[src/rtl/sirq_pkg.sv]
// Package: shared register addresses and clear sequencer states.
// Assumes the command register uses bit 0 as the global clear bit.
package sirq_pkg;
    localparam int A_STATUS = 0;
    localparam int A_MASK   = 1;
    localparam int A_CLRSEL = 2;
    localparam int A_CMD    = 3;

    typedef enum logic [1:0] {
        S_IDLE  = 2'd0,
        S_COUNT = 2'd1,
        S_HOLD  = 2'd2
    } clr_state_e;
endpackage

[src/rtl/sirq_regs.sv]
// Register file: holds mask, clear-select and command bit, and drives the read mux.
// Assumes single-cycle writes and a combinational read path.
module sirq_regs
    import sirq_pkg::*;
#(
    parameter int N_SRC = 8,
    parameter int AW    = 4
) (
    input  logic             clk,
    input  logic             rst_n,
    input  logic [AW-1:0]    addr_i,
    input  logic             wr_en_i,
    input  logic [N_SRC-1:0] wr_data_i,
    input  logic [N_SRC-1:0] status_i,
    output logic [N_SRC-1:0] mask_o,
    output logic [N_SRC-1:0] clrsel_o,
    output logic             cmd_o,
    output logic [N_SRC-1:0] rd_data_o
);
    // Write path for the software-owned registers.
    always_ff @(posedge clk) begin
        if (!rst_n) begin
            mask_o   <= '0;
            clrsel_o <= '0;
            cmd_o    <= 1'b0;
        end else if (wr_en_i) begin
            if (addr_i == AW'(A_MASK))   mask_o   <= wr_data_i;
            if (addr_i == AW'(A_CLRSEL)) clrsel_o <= wr_data_i;
            if (addr_i == AW'(A_CMD))    cmd_o    <= wr_data_i[0];
        end
    end

    // Read mux; unmapped addresses return zero.
    always_comb begin
        rd_data_o = '0;
        if (addr_i == AW'(A_STATUS))      rd_data_o = status_i;
        else if (addr_i == AW'(A_MASK))   rd_data_o = mask_o;
        else if (addr_i == AW'(A_CLRSEL)) rd_data_o = clrsel_o;
        else if (addr_i == AW'(A_CMD))    rd_data_o = {{(N_SRC-1){1'b0}}, cmd_o};
    end

    a_r10_cmd_write: assert property (@(posedge clk) disable iff (!rst_n)
        (wr_en_i && addr_i == AW'(A_CMD)) |=> (cmd_o == $past(wr_data_i[0])));
endmodule

[src/rtl/sirq_clrseq.sv]
// Clear sequencer: counts CLR_LAT cycles of a held command, then fires once.
// Assumes the command bit and clear-select come from registers.
module sirq_clrseq
    import sirq_pkg::*;
#(
    parameter int N_SRC   = 8,
    parameter int CLR_LAT = 3
) (
    input  logic             clk,
    input  logic             rst_n,
    input  logic             cmd_i,
    input  logic [N_SRC-1:0] clrsel_i,
    output logic             fire_o
);
    localparam int CW = (CLR_LAT > 1) ? $clog2(CLR_LAT) : 1;

    clr_state_e    st_q;
    logic [CW-1:0] cnt_q;

    // State and countdown; releasing the command aborts or re-arms.
    always_ff @(posedge clk) begin
        if (!rst_n) begin
            st_q  <= S_IDLE;
            cnt_q <= '0;
        end else begin
            case (st_q)
                S_IDLE: if (cmd_i && (|clrsel_i)) begin
                    st_q  <= S_COUNT;
                    cnt_q <= '0;
                end
                S_COUNT: if (!cmd_i) st_q <= S_IDLE;
                    else if (cnt_q == CW'(CLR_LAT-1)) st_q <= S_HOLD;
                    else cnt_q <= cnt_q + 1'b1;
                S_HOLD: if (!cmd_i) st_q <= S_IDLE;
                default: st_q <= S_IDLE;
            endcase
        end
    end

    // One-cycle clear strobe at the end of the countdown.
    always_comb fire_o = (st_q == S_COUNT) && cmd_i && (cnt_q == CW'(CLR_LAT-1));

    a_r8_single_fire: assert property (@(posedge clk) disable iff (!rst_n)
        fire_o |=> !fire_o);
    a_r9_fire_needs_cmd: assert property (@(posedge clk) disable iff (!rst_n)
        fire_o |-> (cmd_i && (|clrsel_i)));
endmodule

[src/rtl/sirq_status.sv]
// Sticky status capture: events set bits, a fire strobe clears selected bits.
// Assumes an event outranks a clear on the same edge.
module sirq_status #(
    parameter int N_SRC = 8
) (
    input  logic             clk,
    input  logic             rst_n,
    input  logic [N_SRC-1:0] ev_i,
    input  logic             fire_i,
    input  logic [N_SRC-1:0] clrsel_i,
    output logic [N_SRC-1:0] status_o
);
    // Per-bit capture with event priority.
    for (genvar i = 0; i < N_SRC; i++) begin : g_bit
        always_ff @(posedge clk) begin
            if (!rst_n)                       status_o[i] <= 1'b0;
            else if (ev_i[i])                 status_o[i] <= 1'b1;
            else if (fire_i && clrsel_i[i])   status_o[i] <= 1'b0;
        end

        a_r2_event_sets: assert property (@(posedge clk) disable iff (!rst_n)
            ev_i[i] |=> status_o[i]);
        a_r6_sticky: assert property (@(posedge clk) disable iff (!rst_n)
            (status_o[i] && !(fire_i && clrsel_i[i])) |=> status_o[i]);
    end
endmodule

[src/rtl/serdes_irq_ctrl.sv]
// Top: SerDes PHY interrupt status controller with handshake clearing.
// Assumes the bus is in the same clock domain and events are synchronous pulses.
module serdes_irq_ctrl #(
    parameter int N_SRC   = 8,
    parameter int AW      = 4,
    parameter int CLR_LAT = 3
) (
    input  logic             clk,
    input  logic             rst_n,
    input  logic [N_SRC-1:0] ev_i,
    input  logic [AW-1:0]    addr_i,
    input  logic             wr_en_i,
    input  logic [N_SRC-1:0] wr_data_i,
    output logic [N_SRC-1:0] rd_data_o,
    output logic             irq_o
);
    logic [N_SRC-1:0] status_q, mask_q, clrsel_q;
    logic             cmd_q, fire;

    sirq_regs #(.N_SRC(N_SRC), .AW(AW)) u_regs (
        .clk(clk), .rst_n(rst_n), .addr_i(addr_i), .wr_en_i(wr_en_i),
        .wr_data_i(wr_data_i), .status_i(status_q), .mask_o(mask_q),
        .clrsel_o(clrsel_q), .cmd_o(cmd_q), .rd_data_o(rd_data_o)
    );

    sirq_clrseq #(.N_SRC(N_SRC), .CLR_LAT(CLR_LAT)) u_seq (
        .clk(clk), .rst_n(rst_n), .cmd_i(cmd_q), .clrsel_i(clrsel_q), .fire_o(fire)
    );

    sirq_status #(.N_SRC(N_SRC)) u_stat (
        .clk(clk), .rst_n(rst_n), .ev_i(ev_i), .fire_i(fire),
        .clrsel_i(clrsel_q), .status_o(status_q)
    );

    // Registered masked interrupt.
    always_ff @(posedge clk) begin
        if (!rst_n) irq_o <= 1'b0;
        else        irq_o <= |(status_q & mask_q);
    end

    a_r3_irq_rise: assert property (@(posedge clk) disable iff (!rst_n)
        (|(status_q & mask_q)) |=> irq_o);
    a_r3_irq_quiet: assert property (@(posedge clk) disable iff (!rst_n)
        (mask_q == '0) |=> !irq_o);
endmodule

[config.mk]
export PLATFORM = sky130hd
export DESIGN_NAME = serdes_irq_ctrl
export DESIGN_NICKNAME = d
export VERILOG_FILES = /design/src/rtl/sirq_pkg.sv /design/src/rtl/sirq_regs.sv /design/src/rtl/sirq_clrseq.sv /design/src/rtl/sirq_status.sv /design/src/rtl/serdes_irq_ctrl.sv
export SDC_FILE = /design/constraint.sdc
export NUM_CORES = 1
export LEC_CHECK = 0
export BUFFER_PORTS_ARGS = -buffer_cell sky130_fd_sc_hd__clkbuf_2
export CORE_AREA = 10 10 63 65
export DETAILED_ROUTE_END_ITERATION = 8
export DIE_AREA = 0 0 73 75
export GPL_TIMING_DRIVEN = 0
export PLACE_DENSITY_LB_ADDON = 0.08
export SETUP_SLACK_MARGIN = 0.2
export SYNTH_ARGS = -nofsm -noshare
export SYNTH_HDL_FRONTEND = slang
export SYNTH_HIERARCHICAL = 1
export SYNTH_SLANG_ARGS = --single-unit
[constraint.sdc]
create_clock -name clk -period 3.4 [get_ports clk]
set_input_delay 0.51 -clock clk [delete_from_list [all_inputs] [get_ports clk]]
set_output_delay 0.51 -clock clk [all_outputs]
set_load 0.01 [all_outputs]
# Word level (Yosys, flattened, before mapping)
# Cells that the tools add are included.
word_totals:
  register_bits: 30
  in_bits: 23
  output_inout_bits: 9
  wordCells: 85
op_classes:
  n_addsub: 1
  n_eq_ne: 11
  n_mux: 29
  n_bitwise: 1
  n_reduce_logical: 29
ops:
  columns: ["operator", "count"]
  rows:
  - ["$mux W8", 3]
  - ["$reduce_bool A2 Y1", 9]
  - ["$mux W1", 17]
  - ["$reduce_or A8 Y1", 2]
  - ["$mux W2", 7]
  - ["$logic_and A1 B1 Y1", 11]
  - ["$and A8 B8 Y8", 1]
  - ["$eq A4 B2 Y1 const B", 2]
  - ["$ne A2 B2 Y1 const B", 3]
  - ["$pmux W2 S3", 1]
  - ["$reduce_and A2 Y1", 3]
  - ["$eq A2 B2 Y1 const B", 2]
  - ["$eq A4 B1 Y1 const B", 1]
  - ["$logic_not A4 Y1", 1]
  - ["$pmux W2 S2", 1]
  - ["$reduce_and A4 Y1", 1]
  - ["$ne A3 B3 Y1 const B", 1]
  - ["$reduce_and A3 Y1", 1]
  - ["$add A2 B1 Y2 const B", 1]
  - ["$eq A2 B1 Y1 const B", 1]
  - ["$logic_not A2 Y1", 1]
  - ["$ne A2 B1 Y1 const B", 1]

# Logic depth before layout (Yosys ltp)
depth:
  word_depth: 6
  mapped_depth: 6
  mapped_depth_nobuf: 5

# Cells and area by module
# The synthesis kept the hierarchy.
by_module_without_submodules:
  columns: ["mod", "n_inst", "cells_each", "area_per_inst_um2", "seq_area_each_um2"]
  rows:
  - ["sirq_regs", 1, 96, 928.4, 340.3]
  - ["sirq_status", 1, 33, 285.3, 160.2]
  - ["sirq_clrseq", 1, 24, 215.2, 80.1]
  - ["serdes_irq_ctrl", 1, 7, 62.6, 20.0]

# Worst setup path after synthesis
# No wires, ideal clock.
synth_path:
  path_type: "input to output"
  from: "in addr_i[1]"
  to: "out rd_data_o[0]"
  arrival_ns: 1.310
  t_required_ns: 2.890
  setup_slack_ns: 1.580
  path_stages: 3
  path_buffers: 1
  path_cell_list: "buf_6 > mux4_2 > and2_1"
synth_via:
  elab_chain_cells: 5
  elab_cells_between_ends: 8
  cone_classes: "eq/ne (3); mux (4); reduce/logical (1)"
synth_lines:
  columns: ["element", "line", "source"]
  rows:
  - ["from (decl)", "serdes_irq_ctrl.sv:11", "input logic [AW-1:0] addr_i,"]
  - ["$eq A4 B2 Y1", "sirq_regs.sv:39", "else if (addr_i == AW'(A_CMD)) rd_data_o = {{(N_SRC-1){1'b0}}, cmd_o};"]
  - ["$mux W1", "sirq_regs.sv:39", null]
  - ["$mux W8", "sirq_regs.sv:38", "else if (addr_i == AW'(A_CLRSEL)) rd_data_o = clrsel_o;"]
  - ["$mux W8", "sirq_regs.sv:37", "else if (addr_i == AW'(A_MASK)) rd_data_o = mask_o;"]
  - ["$mux W8 (*)", "sirq_regs.sv:36", "if (addr_i == AW'(A_STATUS)) rd_data_o = status_i;"]
  - ["to (decl)", "serdes_irq_ctrl.sv:14", "output logic [N_SRC-1:0] rd_data_o,"]
# Every way passes the cells marked *; elsewhere a longest branch is shown, timed or not.

# Worst setup path in the final report
# Ends and elaborated chain as after synthesis.

==> flow_summary.json <==
{
  "status": "finished clean",
  "post_cts.repair.setup_buffers": 0,
  "drive_above_1_share_pct": 26.40,
  "cts.sinks": 30,
  "ff2ff_path_depth": 5,
  "finalWorstPathRequiredPeriod_ns": 2.073,
  "congestion_overflow_gr": 0,
  "synth-compound-area-share_pct": 15.44,
  "reg2reg_to": "u_seq/cnt_q[1]",
  "slew_at_the_pin_closest_to_its_max_slew_limit_ns": 0.4907,
  "post-route-util_pct": 64.04,
  "yosys.cell_types.count": 30,
  "insertion_delay_ns": 0.34,
  "globalplace.congestion": 0.7601,
  "cellLeakagePower_nw": 0.8050,
  "mapped_cells": 160,
  "synth_top_family_by_area": "multiplexers",
  "min_path_type": "input pin to flop",
  "final_antenna_net_count": 0,
  "route.detailed.wl_per_inst_um": 16.58,
  "yosys.area.top_type_share_pct": 40.27,
  "async_reset_ff_share_pct": 0,
  "post_synthesis_net_count": 184,
  "unrepaired_setup_endpoints_after_global_routing": "false",
  "worstSetupStartpointType": "input pin",
  "timing.final.hold_violations": 0,
  "antenna-diode-count": 0,
  "synth-main-ff-cell": "sky130_fd_sc_hd__dfxtp_1",
  "yosys.area.top_type": "sky130_fd_sc_hd__dfxtp_1",
  "worst_rel_slew_slack_pct": 67.29,
  "most-common-layout-cells": "sky130_fd_sc_hd__dfxtp_1, sky130_fd_sc_hd__clkbuf_2, sky130_fd_sc_hd__nand2_1, sky130_fd_sc_hd__mux2i_1, sky130_fd_sc_hd__inv_1",
  "post-route-drc-count": 0,
  "tritoncts.num_buffers": 5,
  "number_of_vias_per_cell_after_detailed_routing": 5.724,
  "dieHeight_um": 75,
  "min_period_over_period_pct": 60.96,
  "fmax_mhz": 482.5,
  "finalSetupViolations": 0,
  "arrival_ns": 1.56,
  "design.die.area_um2": 5475,
  "cts.path.max_buffers": 2,
  "total_power_per_unit_cell_area_nw_per_um2": 384.6,
  "areaGrowthSynthToFinish_pct": 16.36,
  "synth-warning-count": 6,
  "grt_antenna_before_repair": 0,
  "core_area_um2": 2710,
  "track_usage_pct": 14.10,
  "dieWidth_um": 73,
  "timing.setup.tns_ns": 0,
  "cts_htree_levels": 2,
  "postSynthRegisterBits": 30,
  "cts.reportedPaths.clkPinSlew_ns": 0.09,
  "cts-hold-fix-buffers": 0,
  "floorplan.initialDensity_pct": 55.03,
  "timing.critical_path.to_type": "primary output",
  "tritoncts_clock_tree": "built",
  "synth.area.mux_share_pct": 18.29,
  "max_cap_violations": 0,
  "grt_pass1_vias": 1294,
  "clock-root-buffer": "sky130_fd_sc_hd__clkbuf_4",
  "number_of_iterations_in_the_first_detailed_routing_pass": 5,
  "reg2reg_slack_ns": 2.12,
  "area_of_the_mapped_netlist_um2": 1491,
  "number_of_design_rule_violations_left_by_the_first_detailed_router_iteration": 65,
  "floorplan.rows": 19,
  "layout.nets": 220,
  "cts_resized": 0,
  "grt_first_pass_wirelength_um": 5968,
  "endpoint": "rd_data_o[0]",
  "fin_skew_ns": 0.008076,
  "num_io_pins": 32,
  "detailroute.via_count": 1305,
  "worst_reg2reg_startpoint": "u_seq/cnt_q[0]",
  "edff_count_synth": 0,
  "synthXorXnorAreaFrac_pct": 0,
  "post-place-ws_ns": 1.328,
  "post_synth.cell_area_avg_um2": 9.321,
  "worst-setup-path-type": "input pin to primary output",
  "synth-simple-area-share_pct": 17.37,
  "vdd.ir_drop.worst_mv": 0.2946,
  "mostFrequentLayoutCell": "sky130_fd_sc_hd__dfxtp_1",
  "final_critical_path_setup_slack_ns": 1.327,
  "seq_area_frac_synth_pct": 40.27,
  "dp.final_hpwl_um": 2826,
  "share_of_synthesized_cell_area_in_full_adder_half_adder_and_majority_cells_pct": 0.8389,
  "slew_viol_final": 0,
  "wirelength_um": 3781,
  "worst_setup_path_startpoint": "addr_i[1]",
  "grt_start_max_net_pins": 15,
  "portBuffers": 29,
  "crit_required_ns": 2.89,
  "synth_area_leaders": "sky130_fd_sc_hd__dfxtp_1, sky130_fd_sc_hd__mux2i_1, sky130_fd_sc_hd__nand2_1",
  "critical_path_peak_fanout": 10
}
[registers in the layout, summed over array words and instances, names as in the netlist]
signal           flops
u_regs/clrsel_o      8
u_seq/cnt_q          2
u_seq/st_q           2
u_stat/status_o      8
u_regs/mask_o        8
irq_o                1
u_regs/cmd_o         1
[report_power, final]
group	switching, W	total [W]	internal (W)
combinational	0.0000398	0.0000749	0.0000351
sequential	0.00000770	0.000369	0.000361
clock	0.000124	0.000224	0.000100
[critical path, cell delays in order]
cell,delay (ns)
sky130_fd_sc_hd__clkbuf_2,0.10
sky130_fd_sc_hd__buf_6,0.16
sky130_fd_sc_hd__mux4_2,0.50
sky130_fd_sc_hd__and2_1,0.17
sky130_fd_sc_hd__clkbuf_2,0.12
[stage by stage]
step	power, W	std cells	hold slack (ns)	cell area, µm²
finish	0.0006674	228	0.3953	1735
global placement	0.0004486	220	0.4451	1675
detailed placement	0.0004514	220	0.4649	1675
global route	0.0006926	228	0.4136	1735
CTS	0.0006701	228	0.3967	1735
floorplan	0.0004228	160	0.4307	1491
[per-layer routing]
layer | routed length, µm | vias up | GRT usage (%) | share of wire, %
met5 | 0 | - | 0 | 0
met4 | 53 | 0 | 7.173 | 1.4
met3 | 292 | 7 | 5.256 | 7.7
met2 | 1799 | 42 | 22.25 | 48
met1 | 1635 | 608 | 16.40 | 43
li1 | - | 648 | - | -
[layout make-up]
cell class / count / area [µm²]
Multi-Input combinational cell: 108 / 774.5
Fill cell: 249 / 974.7
Inverter: 12 / 45.04
Clock inverter: 1 / 5.005
Tap cell: 31 / 38.79
Buffer: 10 / 71.32
Clock buffer: 7 / 55.05
Timing Repair Buffer: 29 / 145.1
Sequential cell: 30 / 600.6
[cells by family (layout without fill, tap and decap cells)]
family                     Yosys count  after routing
and+or+nand+nor                     47             47
AOI/OAI and AO/OA                   34             34
DFF                                 30             30
muxes                               26             26
buffers and inverters               22             59
adders and majority gates            1              1
[cells in the mapped netlist (2+ instances only)]
| library cell | count |
|---|---|
| sky130_fd_sc_hd__o21ai_0 | 10 |
| sky130_fd_sc_hd__nand2_1 | 26 |
| sky130_fd_sc_hd__a31oi_1 | 10 |
| sky130_fd_sc_hd__a22oi_1 | 4 |
| sky130_fd_sc_hd__mux2i_1 | 25 |
| sky130_fd_sc_hd__buf_2 | 3 |
| sky130_fd_sc_hd__a2bb2oi_1 | 7 |
| sky130_fd_sc_hd__buf_4 | 2 |
| sky130_fd_sc_hd__nor2_1 | 2 |
| sky130_fd_sc_hd__nor3_1 | 8 |
| sky130_fd_sc_hd__inv_1 | 12 |
| sky130_fd_sc_hd__dfxtp_1 | 30 |
| sky130_fd_sc_hd__buf_6 | 3 |
| sky130_fd_sc_hd__clkbuf_1 | 2 |
[worst min path at each step]
stage                                     to  cells after the start            from  slack, ns
after floorplan               u_seq/cnt_q[0]                      1  u_seq/cnt_q[0]       0.43
final                     u_stat/status_o[3]                      3         ev_i[3]       0.40
after detailed placement      u_seq/cnt_q[0]                      1  u_seq/cnt_q[0]       0.46
after global placement        u_seq/cnt_q[0]                      1  u_seq/cnt_q[0]       0.45
after global routing      u_stat/status_o[1]                      3         ev_i[1]       0.41
after CTS                 u_stat/status_o[4]                      3         ev_i[4]       0.40
(Power assumes the default switching activity.)
